### src/rtl/mmd_pkg.sv
package mmd_pkg;

    typedef enum logic [1:0] {
        ST_LOAD    = 2'd0,
        ST_RUN     = 2'd1,
        ST_STRETCH = 2'd2
    } mmd_state_e;

endpackage

### src/rtl/mmd_stage_chain.sv
module mmd_stage_chain #(
    parameter int NSTAGES = 7,
    parameter int RW      = NSTAGES + 1,
    parameter int KW      = $clog2(NSTAGES + 1)
) (
    input  logic [NSTAGES-1:0] prog_i,
    input  logic [NSTAGES-2:0] dis_i,
    output logic [RW-1:0]      ratio_o,
    output logic [KW-1:0]      depth_o
);

    logic [NSTAGES-1:0]        act;
    logic [NSTAGES-1:0]        top;
    logic [NSTAGES:0][RW-1:0]  psum;
    logic [NSTAGES:0][RW-1:0]  tsum;
    logic [NSTAGES:0][KW-1:0]  kcnt;

    assign psum[0] = '0;
    assign tsum[0] = '0;
    assign kcnt[0] = '0;

    for (genvar i = 0; i < NSTAGES; i++) begin : g_stage
        // a stage is live only if every stage below it is live
        if (i == 0) begin : g_first
            assign act[i] = 1'b1;
        end else begin : g_upper
            assign act[i] = act[i-1] & ~dis_i[i-1];
        end

        // the highest live stage supplies the 2^k term
        if (i == NSTAGES - 1) begin : g_last
            assign top[i] = act[i];
        end else begin : g_mid
            assign top[i] = act[i] & (dis_i[i] | ~act[i]);
        end

        assign psum[i+1] = psum[i] + ((act[i] & prog_i[i]) ? (RW'(1) << i) : '0);
        assign tsum[i+1] = tsum[i] + (top[i] ? (RW'(1) << (i + 1)) : '0);
        assign kcnt[i+1] = kcnt[i] + KW'(act[i]);
    end

    assign ratio_o = psum[NSTAGES] + tsum[NSTAGES];
    assign depth_o = kcnt[NSTAGES];

endmodule

### src/rtl/mmd_step_ctl.sv
module mmd_step_ctl (
    input  logic clk_i,
    input  logic rst_ni,
    input  logic step_i,
    input  logic consume_i,
    input  logic stretch_i,
    output logic pend_o
);

    logic s1_q, s2_q, s3_q;
    logic pend_q;
    logic edge_det;
    logic busy;

    assign edge_det = s2_q & ~s3_q;
    assign busy     = pend_q | stretch_i;

    always_ff @(posedge clk_i or negedge rst_ni) begin
        if (!rst_ni) begin
            s1_q   <= 1'b0;
            s2_q   <= 1'b0;
            s3_q   <= 1'b0;
            pend_q <= 1'b0;
        end else begin
            s1_q <= step_i;
            s2_q <= s1_q;
            s3_q <= s2_q;
            if (consume_i) begin
                pend_q <= 1'b0;
            end else if (edge_det && !busy) begin
                pend_q <= 1'b1;
            end
        end
    end

    assign pend_o = pend_q;


    step_hold_chk: assert property (@(posedge clk_i) disable iff (!rst_ni)
        (pend_q && !consume_i) |=> pend_q);


    no_rearm_chk: assert property (@(posedge clk_i) disable iff (!rst_ni)
        $rose(pend_q) |-> !$past(stretch_i));

endmodule

### src/rtl/mmd_period_fsm.sv
module mmd_period_fsm
    import mmd_pkg::*;
#(
    parameter int RW   = 8,
    parameter int KW   = 3,
    parameter int TAPW = 3
) (
    input  logic            clk_i,
    input  logic            rst_ni,
    input  logic [RW-1:0]   ratio_i,
    input  logic [KW-1:0]   depth_i,
    input  logic [TAPW-1:0] tap_i,
    input  logic            pend_i,
    output logic            consume_o,
    output logic            stretch_o,
    output logic            en_o,
    output logic            cyc_o
);

    mmd_state_e     state_q, state_nx;
    logic [RW-1:0]  cnt_q, cnt_nx;
    logic [RW-1:0]  w_q, w_nx;
    logic [KW-1:0]  tap_eff;
    logic           load;
    logic           last;

    assign last    = (cnt_q == '0);
    assign tap_eff = (KW'(tap_i) > (depth_i - KW'(1))) ? (depth_i - KW'(1)) : KW'(tap_i);
    assign w_nx    = RW'(1) << tap_eff;

    always_ff @(posedge clk_i or negedge rst_ni) begin
        if (!rst_ni) begin
            state_q <= ST_LOAD;
            cnt_q   <= '0;
            w_q     <= '0;
        end else begin
            state_q <= state_nx;
            cnt_q   <= cnt_nx;
            if (load) begin
                w_q <= w_nx;
            end
        end
    end

    always_comb begin
        state_nx = state_q;
        cnt_nx   = cnt_q - RW'(1);
        load     = 1'b0;
        unique case (state_q)
            ST_LOAD: begin
                state_nx = ST_RUN;
                cnt_nx   = ratio_i - RW'(1);
                load     = 1'b1;
            end
            ST_RUN: begin
                if (last) begin
                    load = 1'b1;
                    if (pend_i) begin
                        state_nx = ST_STRETCH;
                        cnt_nx   = ratio_i;
                    end else begin
                        cnt_nx   = ratio_i - RW'(1);
                    end
                end
            end
            ST_STRETCH: begin
                if (last) begin
                    load     = 1'b1;
                    state_nx = ST_RUN;
                    cnt_nx   = ratio_i - RW'(1);
                end
            end
            default: begin
                state_nx = ST_LOAD;
                cnt_nx   = '0;
            end
        endcase
    end

    always_comb begin
        en_o      = (state_q != ST_LOAD) && (cnt_q < w_q);
        cyc_o     = (state_q != ST_LOAD) && last;
        consume_o = (state_q == ST_RUN) && last && pend_i;
        stretch_o = (state_q == ST_STRETCH);
    end


    stretch_once_chk: assert property (@(posedge clk_i) disable iff (!rst_ni)
        (state_q == ST_STRETCH && last) |=> (state_q == ST_RUN));


    marker_gap_chk: assert property (@(posedge clk_i) disable iff (!rst_ni)
        cyc_o |=> !cyc_o);


    en_end_chk: assert property (@(posedge clk_i) disable iff (!rst_ni)
        cyc_o |-> en_o);


    count_down_chk: assert property (@(posedge clk_i) disable iff (!rst_ni)
        (state_q != ST_LOAD && !last) |=> (cnt_q == $past(cnt_q) - RW'(1)));

endmodule

### src/rtl/mmd_enable_divider.sv
module mmd_enable_divider #(
    parameter int NSTAGES = 7,
    parameter int TAPW    = $clog2(NSTAGES)
) (
    input  logic               clk_i,
    input  logic               rst_ni,
    input  logic [NSTAGES-1:0] prog_i,
    input  logic [NSTAGES-2:0] dis_i,
    input  logic [TAPW-1:0]    tap_i,
    input  logic               step_i,
    output logic               en_o,
    output logic               cyc_o
);

    localparam int RW = NSTAGES + 1;
    localparam int KW = $clog2(NSTAGES + 1);

    logic [RW-1:0] ratio;
    logic [KW-1:0] depth;
    logic          pend;
    logic          consume;
    logic          stretch;

    mmd_stage_chain #(
        .NSTAGES (NSTAGES),
        .RW      (RW),
        .KW      (KW)
    ) u_chain (
        .prog_i  (prog_i),
        .dis_i   (dis_i),
        .ratio_o (ratio),
        .depth_o (depth)
    );

    mmd_step_ctl u_step (
        .clk_i     (clk_i),
        .rst_ni    (rst_ni),
        .step_i    (step_i),
        .consume_i (consume),
        .stretch_i (stretch),
        .pend_o    (pend)
    );

    mmd_period_fsm #(
        .RW   (RW),
        .KW   (KW),
        .TAPW (TAPW)
    ) u_fsm (
        .clk_i     (clk_i),
        .rst_ni    (rst_ni),
        .ratio_i   (ratio),
        .depth_i   (depth),
        .tap_i     (tap_i),
        .pend_i    (pend),
        .consume_o (consume),
        .stretch_o (stretch),
        .en_o      (en_o),
        .cyc_o     (cyc_o)
    );

endmodule

### config.mk
export PLATFORM = sky130hd
export DESIGN_NAME = mmd_enable_divider
export DESIGN_NICKNAME = d
export VERILOG_FILES = /design/src/rtl/mmd_pkg.sv /design/src/rtl/mmd_stage_chain.sv /design/src/rtl/mmd_step_ctl.sv /design/src/rtl/mmd_period_fsm.sv /design/src/rtl/mmd_enable_divider.sv
export SDC_FILE = /design/constraint.sdc
export NUM_CORES = 1
export LEC_CHECK = 0
export BUFFER_PORTS_ARGS = -buffer_cell sky130_fd_sc_hd__buf_2
export CAP_MARGIN = 20
export CORE_ASPECT_RATIO = 1.2
export CORE_MARGIN = 4
export CORE_UTILIZATION = 30
export DETAILED_ROUTE_END_ITERATION = 12
export SLEW_MARGIN = 15
export SYNTH_ARGS = -nofsm -noshare
export SYNTH_HDL_FRONTEND = slang
export SYNTH_HIERARCHICAL = 1
export SYNTH_SLANG_ARGS = --single-unit
### constraint.sdc
create_clock -name clk_i -period 2.05 [get_ports clk_i]
set_clock_uncertainty 0.15 [all_clocks]
set_input_delay 0.41 -clock clk_i [delete_from_list [all_inputs] [get_ports clk_i]]
set_output_delay 0.41 -clock clk_i [all_outputs]
set_load 0.03 [all_outputs]
; ---- Yosys cells after proc, flatten, opt, wreduce, memory -nomap -nowiden
; Cells that the tools add are included.
[op_classes]
add_sub_neg = 22
order_cmp = 2
eq_ne = 5
shift = 1
mux = 27
bitwise = 34
reduce_logical = 12
[op_table]
columns = op, count
row1 = $add A8 B8 Y8, 12
row2 = $mux W8, 4
row3 = $pmux W8 S3, 1
row4 = $and A1 B1 Y1, 17
row5 = $sub A8 B1 Y8 const B, 2
row6 = $add A3 B1 Y3, 5
row7 = $mux W7, 2
row8 = $mux W6, 2
row9 = $not A1 Y1, 11
row10 = $mux W2, 5
row11 = $mux W5, 2
row12 = $mux W3, 3
row13 = $add A8 B7 Y8, 1
row14 = $logic_not A8 Y1, 1
row15 = $lt A8 B8 Y1, 1
row16 = $mux W4, 2
row17 = $shl A1 B3 Y8 const A, 1
row18 = $or A1 B1 Y1, 6
row19 = $pmux W2 S3, 1
row20 = $logic_and A1 B1 Y1, 5
row21 = $mux W1, 4
row22 = $ne A2 B1 Y1 const B, 2
row23 = $reduce_bool A2 Y1, 2
row24 = $gt A3 B3 Y1, 1
row25 = other kinds (10), 10
[word_totals]
register_bits = 22
in_bits = 19
out_inout_bits = 2
wordCells = 110

; ---- Logic depth before layout (Yosys ltp)
[depth]
ltp_word = 16
depth_mapped = 19
ltp_nobuf = 18

; ---- By module
; The synthesis kept the hierarchy.
[modules_own_cells]
columns = module, n_inst, cells_per_inst, area_per_inst_um2, seq_area_each_um2
row1 = mmd_period_fsm, 1, 206, 1725.4, 450.4
row2 = mmd_stage_chain, 1, 49, 367.9, 0.0
row3 = mmd_step_ctl, 1, 7, 117.6, 100.1

; ---- Worst setup path after synthesis
; Ideal clock, no wire load.
[synth_timing]
path_type = input to register
start = in dis_i[0]
end = reg u_fsm.w_q[7]
setup_time_ns = 0.121
arrival_time_ns = 4.355
required_time_ns = 1.779
setup_slack_ns = -2.576
path_stages = 18
path_buffers = 1
cell_sequence = or3_1 -> buf_2 -> or3_4 -> or2_4 -> fa_1 -> xnor2_1 -> ha_1 -> nor2_1 -> fa_1 -> inv_1 -> inv_1 -> ha_1 -> xnor2_1 -> ha_1 -> nand3b_1 -> a32oi_1 -> o21ai_0 -> a22o_1
[synth_via]
elab_chain_len = 11
word_cells_on_any_way = 16
cone_classes = 7 x add/sub / 1 x order compare / 1 x shift / 1 x mux / 6 x bitwise
[synth_rtl]
columns = element, line
row1 = start: declaration, mmd_enable_divider.sv:8  ; input logic [NSTAGES-2:0] dis_i,
row2 = $not A1 Y1 (*), mmd_stage_chain.sv:27  ; assign act[i] = act[i-1] & ~dis_i[i-1];
row3 = $add A1 B1 Y2 / $and A1 B1 Y1 (equally long branches), "mmd_stage_chain.sv:39, mmd_stage_chain.sv:27"
row4 = $add A3 B1 Y3 / $and A1 B1 Y1 (equally long branches) (4 in series), "mmd_stage_chain.sv:39, mmd_stage_chain.sv:27"
row5 = $add A3 B1 Y3 (*), mmd_stage_chain.sv:39  ; assign kcnt[i+1] = kcnt[i] + KW'(act[i]);
row6 = net depth[1], mmd_enable_divider.sv:19  ; logic [KW-1:0] depth;
row7 = $sub A3 B1 Y3 (*), mmd_period_fsm.sv:28  ; assign tap_eff = (KW'(tap_i) > (depth_i - KW'(1))) ? (depth_i - KW'(1)) : KW'(tap_i);
row8 = $gt A3 B3 Y1, mmd_period_fsm.sv:28
row9 = $mux W3 (*), mmd_period_fsm.sv:28
row10 = $shl A1 B3 Y8 (*), mmd_period_fsm.sv:29  ; assign w_nx = RW'(1) << tap_eff;
row11 = end signal: assignment, mmd_period_fsm.sv:40  ; w_q <= w_nx;
row12 = end: declaration, mmd_period_fsm.sv:22  ; logic [RW-1:0] w_q, w_nx;
; The timed path passes the listed nets; every way through them passes the cells marked *.
; A chain may end at the register's enable or synchronous reset.

; ---- Worst setup path after layout
[layout_timing]
start = in dis_i[0]
end = reg u_fsm.w_q[0]
; Same word-level chain as after synthesis.

==> reports/summary.md <==
The run finished, with violations left. The checks that failed: negative setup slack. The largest total area in the synthesized netlist belongs to sky130_fd_sc_hd__dfrtp_1. The logs give 0.650 for the worst slew margin relative to its limit and 0 for the post-detailed-route count of antenna-violating nets.

The global-route usage over all layers was 0.140; the final weighted congestion in routability-driven placement was 0.849. The net count of the finished layout is 399. The run gives 2210 um2 as the post-synthesis cell area. The mux cell area share after synthesis was 0.0147. TritonCTS built the clock tree. For the worst flop-to-flop path, the logic depth is 9. The tools report the worst hold endpoint as u_step/s1_q.

The count of cell types in the netlist is 59, and the effective utilization at floorplan is 0.306. The chip height is 102 um, and the worst hold path depth is 1. Proportion of layout cells with a drive suffix above 1: 0.462. The tools report the number of global-route vias before repair as 2252. The share of flip-flops with an asynchronous set or reset after synthesis is 1.00.

The tools report the DRC violations left as 0. The number of synthesized flops with an enable pin came out at 0. Setup repair after global routing could not meet its margin everywhere.

Dividing total power by cell area gives a power density of 1120 nW/um2. The most frequently used flop master after synthesis was sky130_fd_sc_hd__dfrtp_1. The simple-gate portion of the synthesized area came out at 0.202. The area share of the largest cell type after synthesis was 0.249. The post-synthesis share of cell area spent on full adders, half adders and majority gates is 0.169. Across the VDD grid, the largest voltage drop is 0.000614 V. The signal on the critical path passes through buf_6 > or3_4 > or3_4 > or2_4 > fa_1 > xnor2_1 > ha_2 > nor2_2 > fa_1 > inv_2 > inv_2 > ha_4 > xnor2_4 > ha_4 > nand3b_1 > buf_4 > a32oi_4 > buf_6 > buf_6 > o31ai_4 > a22o_1. After routing the design area is 3550 um2. The number of antenna diodes in the final layout is 0. The maximum level of the CTS H-tree is 1, and the count of vias placed by the detailed router is 2222.

In this run the cell area measured after placement is 2850 um2. Setup violations remaining at the end of the flow were counted as 15. The worst setup path is launched from an input pin.

The number of clock buffers added by TritonCTS is 3. For this design the static power due to leakage is 1.55 nW. The synthesized-area fraction occupied by ao, oa, aoi and oai cells is 0.221. The slack of the critical path was -2.37 ns; the pin slew with the least headroom to its limit was 0.525 ns.

The wire length of the first global-routing pass was 10100 um. The worst setup path is of the in -> reg kind. The aggregate routed wire length is 5870 um. In the final routed layout, each cell accounts on average for 13.3 um. The cell with the largest stage delay on the worst path was sky130_fd_sc_hd__fa_1. The later pin in the worst-skew pair is clocked with a latency of 0.26 ns. For flop-to-flop paths, the worst setup slack is -0.07 ns. X dimension of the die: 86.4 um. Ranked by total cell area, the synthesized netlist is headed by sky130_fd_sc_hd__dfrtp_1 (25%), sky130_fd_sc_hd__ha_1 (14%), sky130_fd_sc_hd__inv_1 (5.4%). The top fanout value on the critical path came out at 4. At the worst endpoint, the required time is 2.05 ns. The synthesized area per cell works out to 8.44 um2.

During synthesis, Yosys emitted a total of 6 warnings. The top achievable clock speed was 226 MHz. The startpoint identified for the worst register-to-register timing path is u_fsm/cnt_q[1]. Entering global routing, the biggest net connects 23 pins. Number of vias per cell: 5.04. By area, the combinational part of the netlist is dominated by compound AO/OA/AOI/OAI gates. CTS saw 22 sinks. The filler cells instantiated in the layout total 681. The arrival time at the worst endpoint is 4.42 ns.

After floorplanning, the core was sized to cover 7230 um2. The number of search-and-repair iterations in the first detailed-routing pass was 4. Input and output buffers added on the ports amount to 20. Category of the worst setup path capture point: a flop.

The total count of max-transition violations in the final report was 0. The area growth from synthesis to layout is 60.4%. The clock passes through at most 2 buffers.

Clock-pin slew was measured on the worst setup and hold paths at 0.08 ns. Counting I/O delays and the setup requirement, the final critical path takes 4.42 ns. Sequential element share of the synthesized area: 0.249. For the number of antenna violations at the first check in global routing, the log shows 0. Counting flops and latches in the post-synthesis netlist gives 22. For the number of endpoints with negative hold slack in the final report, the log shows 0. The tools report the endpoint of the lowest-slack register-to-register path as u_fsm/w_q[7].

The total die area is 8810 um2. The cell count after synthesis came out at 262. Across the run, the number of max-cap violations was 0. The design draws 3.98 mW. The tools report the aggregate global routing overflow as 0. Prior to clock tree synthesis, the placed netlist has a worst setup slack of -2.73 ns. Most frequent cell on the critical path: sky130_fd_sc_hd__buf_6. The total I/O pin count is 21, and the largest stage delay on the critical path is 0.47 ns.

The synthesized-area fraction occupied by xor and xnor cells was 0.0634. In this run the worst hold path is classified as in -> reg. The startpoint identified for the worst hold timing path is step_i. The HPWL after detailed placement was 4570 um; the number of DRC markers after the initial detailed-route iteration was 97. The clock root buffer was sky130_fd_sc_hd__clkbuf_8.

The share of the clock period used by the worst path after layout was 2.16. Row generation in the floorplan step produced 34 rows.
how the worst max path moves through the flow:
stage,start,cells past startpoint,endpoint
2_1_floorplan,dis_i[0],19,u_fsm/w_q[0]
3_3_place_gp,dis_i[0],19,u_fsm/w_q[3]
3_5_place_dp,dis_i[0],19,u_fsm/w_q[0]
4_1_cts,dis_i[0],19,u_fsm/w_q[0]
5_1_grt,dis_i[0],21,u_fsm/w_q[0]
6_report,dis_i[0],21,u_fsm/w_q[0]
power breakdown:
part / internal (mW) / leakage [nW] / total [mW] / switching [mW]
clock: 0.261 / 0.0357 / 0.398 / 0.138
sequential: 0.596 / 0.274 / 0.745 / 0.150
combinational: 1.46 / 1.24 / 2.84 / 1.38
layout by cell type (no fill, tap or decap), types with 3 or more instances in the layout:
cell and count:
sky130_fd_sc_hd__a21o_1 4, sky130_fd_sc_hd__a21oi_1 11, sky130_fd_sc_hd__a21oi_2 3, sky130_fd_sc_hd__a22o_1 8
sky130_fd_sc_hd__buf_2 16, sky130_fd_sc_hd__buf_4 54, sky130_fd_sc_hd__buf_6 19, sky130_fd_sc_hd__clkbuf_8 3
sky130_fd_sc_hd__conb_1 6, sky130_fd_sc_hd__dfrtp_1 21, sky130_fd_sc_hd__fa_1 3, sky130_fd_sc_hd__ha_1 13
sky130_fd_sc_hd__ha_2 4, sky130_fd_sc_hd__ha_4 8, sky130_fd_sc_hd__inv_1 25, sky130_fd_sc_hd__inv_2 6
sky130_fd_sc_hd__nand2_1 16, sky130_fd_sc_hd__nand2b_1 3, sky130_fd_sc_hd__nand3_1 5, sky130_fd_sc_hd__nor2_1 14
sky130_fd_sc_hd__nor2_2 3, sky130_fd_sc_hd__nor2_4 5, sky130_fd_sc_hd__nor3_1 7, sky130_fd_sc_hd__nor4_4 3
sky130_fd_sc_hd__o211ai_1 4, sky130_fd_sc_hd__o21a_1 4, sky130_fd_sc_hd__o21ai_0 5, sky130_fd_sc_hd__o21ai_1 3
sky130_fd_sc_hd__or3_4 3, sky130_fd_sc_hd__xnor2_1 8, sky130_fd_sc_hd__xnor2_4 4
area by class of cell:
| class | count | area, um2 | area share |
|---|---|---|---|
| clock inverter | 1 | 30.0 | 0.00847 |
| multi-input combinational | 202 | 1960 | 0.552 |
| sequential | 22 | 552 | 0.156 |
| tap | 90 | 113 | 0.0318 |
| timing repair buffer | 91 | 729 | 0.206 |
| clock buffer | 3 | 41.3 | 0.0116 |
| inverter | 32 | 123 | 0.0346 |
critical path, delay by kind of cell:
family,cells,cell delay (ns)
fa+ha+maj,5,1.56
simple gates,5,1.08
buf+inv,6,0.60
compound gates,3,0.43
xor+xnor,2,0.31
Yosys cell counts, types with 4 or more instances:
cell,count
sky130_fd_sc_hd__inv_1,32
sky130_fd_sc_hd__ha_1,25
sky130_fd_sc_hd__dfrtp_1,22
sky130_fd_sc_hd__nor2_1,20
sky130_fd_sc_hd__nand2_1,16
sky130_fd_sc_hd__a21oi_1,14
sky130_fd_sc_hd__xnor2_1,13
sky130_fd_sc_hd__o21ai_0,11
sky130_fd_sc_hd__a22o_1,8
sky130_fd_sc_hd__nor3_1,8
sky130_fd_sc_hd__nand3_1,7
sky130_fd_sc_hd__clkbuf_1,5
sky130_fd_sc_hd__a21o_1,4
sky130_fd_sc_hd__nor4_1,4
sky130_fd_sc_hd__o211ai_1,4
sky130_fd_sc_hd__o21a_1,4
repair_timing:
| item | in CTS | in global routing |
|---|---|---|
| pin swaps | 33 | 23 |
| endpoints found under the hold margin | 22 | 0 |
| resized for setup | 62 | 37 |
| setup buffers | 11 | 4 |
| hold buffers | 1 | 0 |
| setup endpoints to repair | 16 | 18 |
| gates cloned | 0 | 0 |
sequential cells by signal, summed over array words and instances (netlist names):
register / count
u_fsm/w_q: 8
u_step/s2_q: 1
u_step/s3_q: 1
u_fsm/state_q: 2
u_step/s1_q: 1
u_fsm/cnt_q: 8
u_step/pend_o: 1
cells by family (layout without fill, tap and decap cells):
kind of cell | Yosys count | in the layout
flops | 22 | 22
other cells | 2 | 6
compound gates | 70 | 70
simple gates | 79 | 79
xor+xnor | 16 | 16
fa+ha+maj | 28 | 28
buf+inv | 42 | 127
mux | 3 | 3
through the flow:
stage | utilization | TNS, ns | hold slack, ns | instances
floorplan | - | -21.51 | -0.0356 | 266
global placement | 0.394 | -24.07 | 0.185 | 421
detailed placement | 0.394 | -25.12 | 0.196 | 421
CTS | 0.457 | -20.14 | 0.0969 | 437
global route | 0.490 | -21.55 | 0.0887 | 441
finish | 0.490 | -20.23 | 0.101 | 441
metal layers:
metal | vias to the layer above | part of all wire | global-route usage | wire (um)
met5 | - | 0 | 0 | 0
met4 | 0 | 0.012 | 0.0300 | 72
met3 | 8 | 0.033 | 0.0218 | 195
met2 | 45 | 0.54 | 0.259 | 3150
met1 | 1064 | 0.42 | 0.169 | 2450
li1 | 1105 | - | - | -
Note: power is estimated with default switching activity, not from simulation.
